==> src/rtl/pcap_pkg.sv <==
package pcap_pkg;

  typedef enum logic [1:0] {
    EDGE_NONE = 2'b00,
    EDGE_RISE = 2'b01,
    EDGE_FALL = 2'b10,
    EDGE_ANY  = 2'b11
  } edge_sel_e;

  typedef enum logic {
    SEQ_WAIT_FIRST  = 1'b0,
    SEQ_WAIT_SECOND = 1'b1
  } seq_state_e;

  // control byte layout, MSB first
  typedef struct packed {
    edge_sel_e sel_b;
    edge_sel_e sel_a;
    logic      arm;
    logic      cont;
    logic      dual_en;
    logic      adv_en;
  } ctrl_t;

  localparam int unsigned CTRL_W = 8;

  localparam logic [1:0] ADDR_CTRL  = 2'd0;
  localparam logic [1:0] ADDR_FLAGS = 2'd1;
  localparam logic [1:0] ADDR_CAP_A = 2'd2;
  localparam logic [1:0] ADDR_CAP_B = 2'd3;

  function automatic logic edge_hit(edge_sel_e sel, logic rise, logic fall);
    return (sel[0] & rise) | (sel[1] & fall);
  endfunction

endpackage

==> src/rtl/pcap_rst_sync.sv <==
module pcap_rst_sync #(
  parameter int unsigned STAGES = 2
) (
  input  logic clk,
  input  logic rst_n,
  output logic rst_sync_n
);

  logic [STAGES-1:0] chain_q;
  logic [STAGES-1:0] chain_n;

  always_comb begin
    chain_n = {chain_q[STAGES-2:0], 1'b1};
  end

  always_ff @(posedge clk or negedge rst_n) begin
    if (!rst_n) begin
      chain_q <= '0;
    end else begin
      chain_q <= chain_n;
    end
  end

  assign rst_sync_n = chain_q[STAGES-1];

endmodule

==> src/rtl/pcap_sync_edge.sv <==
module pcap_sync_edge #(
  parameter int unsigned SYNC_STAGES = 2
) (
  input  logic clk,
  input  logic rst_n,
  input  logic sig_i,
  output logic rise_o,
  output logic fall_o
);

  localparam int unsigned PIPE_W = SYNC_STAGES + 1;

  logic [PIPE_W-1:0] pipe_q;
  logic [PIPE_W-1:0] pipe_n;
  logic              cur;
  logic              prev;

  always_comb begin
    pipe_n = {pipe_q[PIPE_W-2:0], sig_i};
  end

  always_ff @(posedge clk or negedge rst_n) begin
    if (!rst_n) begin
      pipe_q <= '0;
    end else begin
      pipe_q <= pipe_n;
    end
  end

  assign cur    = pipe_q[SYNC_STAGES-1];
  assign prev   = pipe_q[SYNC_STAGES];
  assign rise_o = cur & ~prev;
  assign fall_o = ~cur & prev;

endmodule

==> src/rtl/pcap_seq.sv <==
module pcap_seq
  import pcap_pkg::*;
#(
  parameter int unsigned CW = 16
) (
  input  logic          clk,
  input  logic          rst_n,
  input  logic          active_i,
  input  edge_sel_e     sel_a_i,
  input  edge_sel_e     sel_b_i,
  input  logic          rise_i,
  input  logic          fall_i,
  input  logic [CW-1:0] cnt_i,
  output logic          cap_a_evt_o,
  output logic          cap_b_evt_o,
  output logic [CW-1:0] cap_a_o,
  output logic [CW-1:0] cap_b_o
);

  seq_state_e    state_q, state_n;
  logic [CW-1:0] cap_a_q, cap_a_n;
  logic [CW-1:0] cap_b_q, cap_b_n;
  logic          hit_a, hit_b;

  always_comb begin
    hit_a       = edge_hit(sel_a_i, rise_i, fall_i);
    hit_b       = edge_hit(sel_b_i, rise_i, fall_i);
    cap_a_evt_o = active_i & (state_q == SEQ_WAIT_FIRST) & hit_a;
    cap_b_evt_o = active_i & (state_q == SEQ_WAIT_SECOND) & hit_b;

    state_n = state_q;
    if (!active_i) begin
      state_n = SEQ_WAIT_FIRST;
    end else if (cap_a_evt_o) begin
      state_n = SEQ_WAIT_SECOND;
    end else if (cap_b_evt_o) begin
      state_n = SEQ_WAIT_FIRST;
    end

    cap_a_n = cap_a_evt_o ? cnt_i : cap_a_q;
    cap_b_n = cap_b_evt_o ? cnt_i : cap_b_q;
  end

  always_ff @(posedge clk or negedge rst_n) begin
    if (!rst_n) begin
      state_q <= SEQ_WAIT_FIRST;
      cap_a_q <= '0;
      cap_b_q <= '0;
    end else begin
      state_q <= state_n;
      if (cap_a_evt_o) cap_a_q <= cap_a_n;
      if (cap_b_evt_o) cap_b_q <= cap_b_n;
    end
  end

  assign cap_a_o = cap_a_q;
  assign cap_b_o = cap_b_q;

endmodule

==> src/rtl/pcap_regs.sv <==
module pcap_regs
  import pcap_pkg::*;
#(
  parameter int unsigned CW = 16
) (
  input  logic          clk,
  input  logic          rst_n,
  input  logic          wr_en,
  input  logic [1:0]    wr_addr,
  input  logic [CW-1:0] wr_data,
  input  logic [1:0]    rd_addr,
  output logic [CW-1:0] rd_data,
  input  logic          set_a_i,
  input  logic          set_b_i,
  input  logic [CW-1:0] cap_a_i,
  input  logic [CW-1:0] cap_b_i,
  output ctrl_t         ctrl_o,
  output logic          flag_a_o,
  output logic          flag_b_o
);

  ctrl_t ctrl_q, ctrl_n;
  logic  flag_a_q, flag_a_n;
  logic  flag_b_q, flag_b_n;
  logic  wr_ctrl, wr_flags, clr_a, clr_b, disarm;
  logic  unused_wr_hi;

  always_comb begin
    wr_ctrl  = wr_en & (wr_addr == ADDR_CTRL);
    wr_flags = wr_en & (wr_addr == ADDR_FLAGS);
    clr_a    = wr_flags & wr_data[0];
    clr_b    = wr_flags & wr_data[1];
    disarm   = set_b_i & ~ctrl_q.cont;

    ctrl_n = ctrl_q;
    if (wr_ctrl) ctrl_n = ctrl_t'(wr_data[CTRL_W-1:0]);
    if (disarm)  ctrl_n.arm = 1'b0;

    flag_a_n = set_a_i | (flag_a_q & ~clr_a);
    flag_b_n = set_b_i | (flag_b_q & ~clr_b);
  end

  always_ff @(posedge clk or negedge rst_n) begin
    if (!rst_n) begin
      ctrl_q   <= '0;
      flag_a_q <= 1'b0;
      flag_b_q <= 1'b0;
    end else begin
      ctrl_q   <= ctrl_n;
      flag_a_q <= flag_a_n;
      flag_b_q <= flag_b_n;
    end
  end

  always_comb begin
    unique case (rd_addr)
      ADDR_CTRL:  rd_data = {{(CW-CTRL_W){1'b0}}, ctrl_q};
      ADDR_FLAGS: rd_data = {{(CW-2){1'b0}}, flag_b_q, flag_a_q};
      ADDR_CAP_A: rd_data = cap_a_i;
      default:    rd_data = cap_b_i;
    endcase
  end

  assign unused_wr_hi = ^wr_data[CW-1:CTRL_W];
  assign ctrl_o       = ctrl_q;
  assign flag_a_o     = flag_a_q;
  assign flag_b_o     = flag_b_q;

endmodule

==> src/rtl/pulse_pair_capture.sv <==
module pulse_pair_capture
  import pcap_pkg::*;
#(
  parameter int unsigned CW          = 16,
  parameter int unsigned SYNC_STAGES = 2
) (
  input  logic          clk,
  input  logic          rst_n,
  input  logic [CW-1:0] cnt_i,
  input  logic          sig_i,
  input  logic          wr_en,
  input  logic [1:0]    wr_addr,
  input  logic [CW-1:0] wr_data,
  input  logic [1:0]    rd_addr,
  output logic [CW-1:0] rd_data,
  output logic          flag_a_o,
  output logic          flag_b_o,
  output logic          armed_o,
  output logic [CW-1:0] width_o
);

  logic          rst_sync_n;
  logic          rise, fall;
  logic          active;
  logic          cap_a_evt, cap_b_evt;
  logic [CW-1:0] cap_a, cap_b;
  logic          ctrl_cont;
  ctrl_t         ctrl;

  pcap_rst_sync #(.STAGES(2)) u_rst (
    .clk        (clk),
    .rst_n      (rst_n),
    .rst_sync_n (rst_sync_n)
  );

  pcap_sync_edge #(.SYNC_STAGES(SYNC_STAGES)) u_edge (
    .clk    (clk),
    .rst_n  (rst_sync_n),
    .sig_i  (sig_i),
    .rise_o (rise),
    .fall_o (fall)
  );

  assign active    = ctrl.adv_en & ctrl.dual_en & ctrl.arm;
  assign ctrl_cont = ctrl.cont;

  pcap_seq #(.CW(CW)) u_seq (
    .clk         (clk),
    .rst_n       (rst_sync_n),
    .active_i    (active),
    .sel_a_i     (ctrl.sel_a),
    .sel_b_i     (ctrl.sel_b),
    .rise_i      (rise),
    .fall_i      (fall),
    .cnt_i       (cnt_i),
    .cap_a_evt_o (cap_a_evt),
    .cap_b_evt_o (cap_b_evt),
    .cap_a_o     (cap_a),
    .cap_b_o     (cap_b)
  );

  pcap_regs #(.CW(CW)) u_regs (
    .clk      (clk),
    .rst_n    (rst_sync_n),
    .wr_en    (wr_en),
    .wr_addr  (wr_addr),
    .wr_data  (wr_data),
    .rd_addr  (rd_addr),
    .rd_data  (rd_data),
    .set_a_i  (cap_a_evt),
    .set_b_i  (cap_b_evt),
    .cap_a_i  (cap_a),
    .cap_b_i  (cap_b),
    .ctrl_o   (ctrl),
    .flag_a_o (flag_a_o),
    .flag_b_o (flag_b_o)
  );

  assign armed_o = ctrl.arm;
  assign width_o = cap_b - cap_a;

endmodule

==> config.mk <==
export PLATFORM = sky130hd
export DESIGN_NAME = pulse_pair_capture
export DESIGN_NICKNAME = d
export VERILOG_FILES = /design/src/rtl/pcap_pkg.sv /design/src/rtl/pcap_rst_sync.sv /design/src/rtl/pcap_sync_edge.sv /design/src/rtl/pcap_seq.sv /design/src/rtl/pcap_regs.sv /design/src/rtl/pulse_pair_capture.sv
export SDC_FILE = /design/constraint.sdc
export NUM_CORES = 1
export LEC_CHECK = 0
export ABC_AREA = 0
export ABC_CLOCK_PERIOD_IN_PS = 3300
export BUFFER_PORTS_ARGS = -buffer_cell sky130_fd_sc_hd__buf_2
export CORE_MARGIN = 4
export CORE_UTILIZATION = 45
export DETAILED_ROUTE_END_ITERATION = 8
export PLACE_DENSITY = 0.75
export SLEW_MARGIN = 20
export SYNTH_ARGS = -nofsm -noshare
export SYNTH_HDL_FRONTEND = slang
export SYNTH_SLANG_ARGS = --single-unit
==> constraint.sdc <==
create_clock -name clk -period 3.3 [get_ports clk]
set_clock_uncertainty 0.2 [all_clocks]
set_input_delay 0.66 -clock clk [delete_from_list [all_inputs] [get_ports clk]]
set_output_delay 0.66 -clock clk [all_outputs]
set_load 0.01 [all_outputs]
Word-level counts from Yosys, hierarchy flattened
Index checks and enable logic that the tools add are counted.
{"block": "word_totals", "output_inout_bits": 35, "inputBits": 40, "mem_count": 0, "wordCells": 56, "regBits": 48, "latchBits": 0, "mem_bits_ro": 0, "ram_bits": 0}
{"block": "classes", "multipliers": 0, "n_reduce_logical": 3, "shifts": 0, "n_addsub": 1, "bitwise": 29, "mux": 6, "magnitude_cmp": 0, "n_eq_ne": 4, "div_mod_pow": 0}
{"operator": "16-bit one-hot mux with 3 select lines", "count": 1}
{"operator": "1-bit AND", "count": 19}
{"operator": "16-bit subtractor", "count": 1}
{"operator": "1-bit inverter", "count": 6}
{"operator": "2-bit by 1-bit equality test with 1-bit output, second input constant", "count": 2}
{"operator": "2-bit logical NOT", "count": 2}
{"operator": "1-bit 2-to-1 mux", "count": 4}
{"operator": "4-bit 2-to-1 mux", "count": 1}
{"operator": "1-bit bitwise OR", "count": 4}
{"operator": "3-bit by 1-bit != test with 1-bit output, second input constant", "count": 1}
{"operator": "2-bit equality test, second input constant", "count": 1}
{"operator": "2-bit nonzero test", "count": 1}

Logic depth before layout (Yosys ltp)
Gate-level depths: netlist of run 1.
{"block": "depth", "ltp_word": 8, "depth_mapped": 8, "mapped_depth_nobuf": 8}

Cells and area by module
A second synthesis of run 1 with hierarchy kept.
{"block": "unflattened", "cells_unflattened": 282, "hier_area_um2": 3035.4}
{"module": "pcap_seq", "cells_per_inst": 74, "area_per_inst_um2": 1320.0, "instances": 1}
{"module": "pulse_pair_capture", "cells_per_inst": 131, "area_per_inst_um2": 858.3, "instances": 1}
{"module": "pcap_regs", "cells_per_inst": 69, "area_per_inst_um2": 713.2, "instances": 1}
{"module": "pcap_sync_edge", "cells_per_inst": 5, "area_per_inst_um2": 90.1, "instances": 1}
{"module": "pcap_rst_sync", "cells_per_inst": 3, "area_per_inst_um2": 53.8, "instances": 1}

Least setup slack after synthesis of run 1
No wires, ideal clock.
{"block": "synth_timing", "path_kind": "reg2out", "start": "register u_seq.cap_a_q[0], in the netlist u_seq.cap_a_o[0]", "end": "output port width_o[12]", "t_arrival_ns": 1.927, "path_slack_ns": 0.513, "t_required_ns": 2.440, "path_stages_with_launch": 8, "path_cell_list": "dfrtp_1 > ha_1 > fa_1 > and2b_1 > o211ai_1 > a21oi_1 > a31oi_1 > xnor2_1"}
{"block": "synth_via", "elab_chain_len": 1}
{"element": "from (decl)", "line": "pcap_seq.sv:21", "source": "logic [CW-1:0] cap_a_q, cap_a_n;"}
{"element": "from (signal assigned)", "line": "pcap_seq.sv:51", "source": "if (cap_a_evt_o) cap_a_q <= cap_a_n;"}
{"element": "16-bit subtractor", "line": "pulse_pair_capture.sv:80", "source": "assign width_o = cap_b - cap_a;"}
{"element": "to (decl)", "line": "pulse_pair_capture.sv:19", "source": "output logic [CW-1:0] width_o"}
Every way passes these cells.

Worst setup path after layout of run 1
{"block": "layout_timing", "start": "register u_seq.cap_a_q[1], in the netlist u_seq.cap_a_o[1]", "end": "output port width_o[9]"}
The elaborated chain is that of the path after synthesis.

==> flow_metrics.py, run 1 <==
metrics = {
    "power_and_ir_drop": {
        "seqPwrFrac_pct": 35.6,
        "ir_drop_mv": 0.310,
        "p_int_w": 0.00138,
        "p_sw_share_pct": 39.3,
        "combPwrFrac_pct": 48.8,
        "p_per_area_nw_per_um2": 667,
        "p_switching_w": 0.000893,
        "p_leak_nw": 1.75,
        "clockPowerShare_pct": 15.7,
    },
    "worst_setup_path": {
        "r2r_cells": 6,
        "max_stage_delay_ns": 0.44,
        "critical_path_class": "register to output pin",
        "r2r-end": "u_seq.cap_a_o[9]$_DFFE_PN0P_",
        "cp-startpoint": "u_seq.cap_a_o[1]$_DFFE_PN0P_",
        "worstSetupStartpointType": "register",
        "worstSetupEndpoint": "width_o[9]",
        "cp_cell_sequence": "inv_1 > ha_1 > or2b_1 > a211oi_4 > o21ai_1 > or4b_1 > o311ai_1 > buf_2",
        "endpoint_kind": "output pin",
        "reg2reg_slack_ns": 1.20,
        "crit_fanout": 3,
        "crit_required_ns": 2.44,
        "crit-reg2reg-launch": "u_edge.pipe_q[1]$_DFF_PN0_",
        "cp.arrival_ns": 2.35,
        "slowest_stage": "or4b_1",
    },
    "synth": {
        "synthTopCellsByArea": "dfrtp_1 (42%), ha_1 (6.5%), mux2_1 (6.3%)",
        "syn_avg_cell_area_um2": 9.99,
        "yosysTopAreaCell": "dfrtp_1",
        "synth_nets": 343,
        "yosysTopAreaCellShare_pct": 41.9,
        "synthArstFlopShare_pct": 100,
        "ys_seq_area_share_pct": 41.9,
        "synthFlopType": "dfrtp_1",
        "synth_cell_types": 51,
        "synth_edf_count": 0,
        "netlist_area_um2": 2870,
        "yosysWarnings": 0,
        "ys_top_cells_by_count": "dfrtp_1 (48), nand2_1 (31), inv_1 (22)",
        "synthCells": 287,
        "synth_seq_cells": 48,
        "yosysMostFrequentCell": "dfrtp_1",
    },
    "job": {
        "max-cap-violations": 0,
    },
    "timing": {
        "tns_ns": 0,
        "max_slew_margin_pct": 51.8,
        "hold_violations": 0,
        "post-route-period-util_pct": 97.4,
        "fin_crit_ns": 3.21,
        "rsz0062_at_grt": "true",
        "maxSlewViolCount": 0,
        "clock.fmax_mhz": 311,
        "setup_viol": 0,
        "fin_ws_ns": 0.0866,
        "tightest_slew_ns": 0.720,
    },
    "drt": {
        "drt_iter0_drc": 128,
        "ant_nets": 0,
        "routedWlPerCell_um": 14.9,
        "wl_mm": 6.41,
        "drc": 0,
        "drt-pass1-iter-count": 4,
        "vias": 2298,
        "via_per_inst": 5.36,
    },
    "grt": {
        "grt_overflow": 0,
        "grt_pass1_vias": 2259,
        "grt_max_degree": 47,
        "grt.total_usage_pct": 17.6,
        "grt_first_pass_wirelength_mm": 10.7,
        "grt_antenna_before_repair": 0,
    },
    "die": {
        "rows": 28,
        "io_pins": 75,
        "fp.dieW_um": 87.8,
        "die_h_um": 87.8,
        "fp.dieArea_um2": 7710,
        "core_area_um2": 6060,
        "initial_core_util_pct": 47.3,
    },
    "placement": {
        "place_hpwl_mm": 5.00,
        "portBuffers": 66,
        "place.gp.congestion": 0.816,
        "place_ws_ns": 0.249,
    },
    "min_path": {
        "hold_class": "register to asynchronous set/reset pin",
    },
    "clock_network": {
        "htree_levels": 2,
        "cts_tree": "yes",
        "cts_buffers": 5,
        "cts-root-buf": "clkbuf_8",
        "clockBufferDepth": 2,
        "clock_sinks": 48,
        "cts.clk_slew.worst_paths_ns": 0.08,
        "clk_latency_ns": 0.29,
    },
    "cells_and_area": {
        "insertedDiodeCount": 0,
        "finalNetCount": 409,
        "filler_cell_count": 566,
        "drive_gt1_share_pct": 28.0,
        "area_delta_synth_final_pct": 18.6,
    },
    "outcome": {
        "outcome": "finished, final reports clean",
    },
}
sequential cells by signal, summed over array words and instances (netlist names):
name / cells
u_seq.cap_a_o: 16
u_edge.pipe_q: 3
u_rst.chain_q: 2
u_seq.cap_b_o: 16
u_regs.flag_a_o: 1
u_regs.ctrl_o: 8
u_regs.flag_b_o: 1
u_seq.state_q: 1
routing by layer:
| layer | up-vias | track usage (%) | wire [um] |
|---|---|---|---|
| met4 | 0 | 5.30 | 60 |
| met3 | 6 | 3.29 | 303 |
| met2 | 59 | 28.7 | 3100 |
| met5 | - | 0 | 0 |
| li1 | 1139 | - | - |
| met1 | 1094 | 24.0 | 2940 |
what timing repair did:
| action | 4_1_cts | 5_1_grt |
|---|---|---|
| hold buffers | 1 | 0 |
| setup endpoints to repair | 4 | 6 |
| resized for setup | 1 | 5 |
| gates cloned | 0 | 0 |
| pin swaps | 0 | 4 |
| endpoints found under the hold margin | 2 | 0 |
| buffers inserted | 0 | 2 |
kinds of logic after synthesis:
| family | count (synthesis) | share of synthesized area (%) |
|---|---|---|
| AOI/OAI and AO/OA | 74 | 16.4 |
| and+or+nand+nor | 67 | 11.8 |
| DFF | 48 | 41.9 |
| muxes | 35 | 14.1 |
| buffers and inverters | 34 | 4.76 |
| adders and majority gates | 16 | 7.25 |
| xor gates and xnor gates | 12 | 3.67 |
| other | 1 | 0.131 |
power by group through the flow:
| stage | sequential, W | combinational (W) | clock [W] |
|---|---|---|---|
| final | 0.000807 | 0.00111 | 0.000356 |
| after global routing | 0.000824 | 0.00123 | 0.000393 |
| after CTS | 0.000810 | 0.00109 | 0.000363 |
| after detailed placement | 0.000822 | 0.00108 | 0 |
| after global placement | 0.000811 | 0.00106 | 0 |
| after floorplan | 0.000798 | 0.000750 | 0 |
placed cells by master, fill, tap and decap left out, types with 8 or more instances in the layout:
cell	count
buf_2	66
dfrtp_1	47
nand2_1	31
inv_1	22
o21ai_1	17
mux2_1	16
ha_1	14
a21oi_1	13
o21ai_0	12
mux2i_1	11
nor2b_1	10
xnor2_1	10
nor2_1	8
worst max-delay path, delay by kind of cell, from the launching register on:
kind,cells,cell delay (ns)
adder cells (fa/ha/maj),1,0.29
AO/OA/AOI/OAI,3,0.38
flip-flops,1,0.41
AND/OR/NAND/NOR,2,0.70
buffers and inverters,2,0.27
final cells by class:
cell class | instances | area (um2) | share of cell area, %
tap | 75 | 93.8 | 2.76
timing repair buffer | 71 | 370 | 10.9
inverter | 22 | 82.6 | 2.43
clock buffer | 8 | 90.1 | 2.65
sequential | 48 | 1200 | 35.4
multi-input combinational | 205 | 1560 | 45.8
per-stage QoR:
step | cells | hold WS (ns) | utilization, % | cell area, um2 | power (W)
2_1_floorplan | 287 | 0.131 | - | 2870 | 0.00155
4_1_cts | 427 | 0.160 | 55.5 | 3360 | 0.00227
6_report | 429 | 0.137 | 56.1 | 3400 | 0.00227
3_3_place_gp | 418 | 0.134 | 53.8 | 3260 | 0.00187
5_1_grt | 429 | 0.165 | 56.1 | 3400 | 0.00245
3_5_place_dp | 418 | 0.140 | 53.8 | 3260 | 0.00190
how the worst min path moves through the flow:
stage          slack [ns]                  startpoint  cells after the start                            end
2_1_floorplan        0.13  u_edge.pipe_q[0]$_DFF_PN0_                      0     u_edge.pipe_q[1]$_DFF_PN0_
3_3_place_gp         0.13  u_edge.pipe_q[0]$_DFF_PN0_                      0     u_edge.pipe_q[1]$_DFF_PN0_
3_5_place_dp         0.14  u_edge.pipe_q[0]$_DFF_PN0_                      0     u_edge.pipe_q[1]$_DFF_PN0_
4_1_cts              0.16  u_edge.pipe_q[0]$_DFF_PN0_                      0     u_edge.pipe_q[1]$_DFF_PN0_
5_1_grt              0.17  u_rst.chain_q[0]$_DFF_PN0_                      0     u_rst.chain_q[1]$_DFF_PN0_
6_report             0.14  u_rst.chain_q[1]$_DFF_PN0_                      0  u_seq.cap_b_o[12]$_DFFE_PN0P_
Power figures use the tool's default switching activity.
==> inputs of run 2 (changes only) <==
--- a/config.mk
+++ b/config.mk
@@ -9,9 +9,9 @@
 export ABC_CLOCK_PERIOD_IN_PS = 3300
 export BUFFER_PORTS_ARGS = -buffer_cell sky130_fd_sc_hd__buf_2
 export CORE_MARGIN = 4
-export CORE_UTILIZATION = 45
+export CORE_UTILIZATION = 53
 export DETAILED_ROUTE_END_ITERATION = 8
-export PLACE_DENSITY = 0.75
+export PLACE_DENSITY = 0.85
 export SLEW_MARGIN = 20
 export SYNTH_ARGS = -nofsm -noshare
 export SYNTH_HDL_FRONTEND = slang
==> flow_metrics.py, run 2 (same netlist as run 1, synthesis figures left out) <==
metrics = {
    "min_path": {
        "hold_class": "register to register",
    },
    "timing": {
        "maxSlewViolCount": 0,
        "tns_ns": 0,
        "post-route-period-util_pct": 97.9,
        "max_slew_margin_pct": 35.7,
        "whs_ns": 0.151,
        "clock.fmax_mhz": 310,
        "hold_violations": 0,
        "fin_crit_ns": 3.23,
        "fin_ws_ns": 0.0705,
        "setup_viol": 0,
        "tightest_slew_ns": 0.964,
    },
    "cells_and_area": {
        "final_util_pct": 66.4,
        "final_cell_mix": "buf_2 (66), dfrtp_1 (47), nand2_1 (31), inv_1 (22), o21ai_1 (17)",
        "area_delta_synth_final_pct": 19.8,
        "layoutNonFillerInstCount": 427,
        "insertedDiodeCount": 0,
        "drive_gt1_share_pct": 29.4,
        "filler_cell_count": 406,
        "final_common_cell": "buf_2",
        "finalNetCount": 413,
    },
    "worst_setup_path": {
        "slowest_stage": "dfrtp_1",
        "max_stage_delay_ns": 0.42,
        "critical_path_class": "register to output pin",
        "crit_required_ns": 2.44,
        "path_buf_inv": 3,
        "worstSetupStartpointType": "register",
        "crit_fanout": 3,
        "cp_cell_sequence": "ha_4 > buf_4 > or2b_1 > a211oi_2 > o21ai_1 > buf_4 > o311ai_1 > buf_2",
        "cp_top_family": "compound AO/OA/AOI/OAI gates",
        "endpoint_kind": "output pin",
        "cp.arrival_ns": 2.37,
        "cp_common_cell": "buf_4",
    },
    "power_and_ir_drop": {
        "p_leak_nw": 1.77,
        "p_per_area_nw_per_um2": 669,
        "ir_drop_mv": 0.293,
    },
    "drt": {
        "wl_mm": 6.66,
        "routedWlPerCell_um": 15.6,
        "vias": 2367,
        "ant_nets": 0,
        "via_per_inst": 5.54,
        "drc": 0,
        "drt-pass1-iter-count": 4,
        "drt_iter0_drc": 120,
    },
    "die": {
        "fp.dieArea_um2": 6650,
        "die_h_um": 81.5,
        "initial_core_util_pct": 55.4,
        "fp.dieW_um": 81.5,
        "core_area_um2": 5170,
        "rows": 26,
        "io_pins": 75,
    },
    "clock_network": {
        "cts_buffers": 5,
        "clockBufferDepth": 2,
        "clk_latency_ns": 0.29,
        "cts.clk_slew.worst_paths_ns": 0.08,
        "cts_tree": "yes",
        "cts-root-buf": "clkbuf_8",
        "htree_levels": 2,
        "clock_sinks": 48,
    },
    "placement": {
        "portBuffers": 66,
        "dpl.cell_count": 414,
        "place_ws_ns": 0.258,
        "place.gp.congestion": 0.870,
        "place_hpwl_mm": 5.13,
    },
    "grt": {
        "grt_pass1_vias": 2280,
        "grt.total_usage_pct": 20.2,
        "grt_max_degree": 47,
        "grt_antenna_before_repair": 0,
        "grt_first_pass_wirelength_mm": 10.3,
        "grt_overflow": 0,
    },
    "job": {
        "max-cap-violations": 0,
    },
    "outcome": {
        "outcome": "finished, final reports clean",
    },
}
## run 2: cell types whose count changed in the layout (fill, tap and decap cells not counted), sizes merged
cell    before  now
buf         70   74
clkbuf       8    7
## run 2: timing repair
item	4_1_cts	5_1_grt
resized for setup	1	6
pin swaps	0	7
endpoints found under the setup margin	4	6
endpoints found under the hold margin	2	0
hold buffers	1	0
gates cloned	0	0
setup buffers	0	5
## run 2: layer usage
| metal | vias to the layer above | global-route usage [%] | wire (um) |
|---|---|---|---|
| met5 | - | 0 | 0 |
| met4 | 0 | 8.45 | 183 |
| met3 | 15 | 4.17 | 308 |
| met2 | 67 | 35.6 | 3430 |
| met1 | 1145 | 24.0 | 2740 |
| li1 | 1140 | - | - |
## run 2: metrics by stage
step | area [um2] | power [W]
6_report | 3430 | 0.00230
5_1_grt | 3430 | 0.00246
3_5_place_dp | 3260 | 0.00191
3_3_place_gp | 3260 | 0.00186
2_1_floorplan | 2870 | 0.00155
4_1_cts | 3370 | 0.00228
## run 2: final timing paths
check / slack, ns / cells after the start / startpoint / to
max: 0.07 / 8 / u_seq.cap_a_o[0]$_DFFE_PN0P_ / width_o[9]
min reg2reg: 0.15 / 0 / u_edge.pipe_q[0]$_DFF_PN0_ / u_edge.pipe_q[1]$_DFF_PN0_
min: 0.15 / 0 / u_edge.pipe_q[0]$_DFF_PN0_ / u_edge.pipe_q[1]$_DFF_PN0_
min in group asynchronous: 0.22 / 0 / u_rst.chain_q[1]$_DFF_PN0_ / u_seq.cap_b_o[7]$_DFFE_PN0P_
max reg2reg: 1.04 / 5 / u_edge.pipe_q[1]$_DFF_PN0_ / u_seq.cap_b_o[13]$_DFFE_PN0P_
max in group asynchronous: 2.08 / 0 / u_rst.chain_q[1]$_DFF_PN0_ / u_edge.pipe_q[0]$_DFF_PN0_
## run 2: worst reg2reg max path: cells and delay by family, from the launching register on
| kind | cells | cell delay, ns |
|---|---|---|
| buffers and inverters | 1 | 0.35 |
| and+or+nand+nor | 2 | 0.73 |
| muxes | 1 | 0.35 |
| DFF | 1 | 0.39 |
| AOI/OAI and AO/OA | 1 | 0.12 |
## run 2: report_power, final
part | switching [W] | internal, W | total [W] | leakage (nW)
registers | 0.0000878 | 0.000720 | 0.000808 | 0.593
logic | 0.000631 | 0.000492 | 0.00112 | 1.13
clock network | 0.000179 | 0.000187 | 0.000366 | 0.0503
## run 2: area by class of cell
cell class	instances	area [um2]	area share, %
repair buffers	75	400	11.7
clock buffers	7	96.3	2.81
multi-input cells	205	1570	45.6
inverters	22	82.6	2.40
flip-flops and latches	48	1200	35.0
well taps	70	87.6	2.55
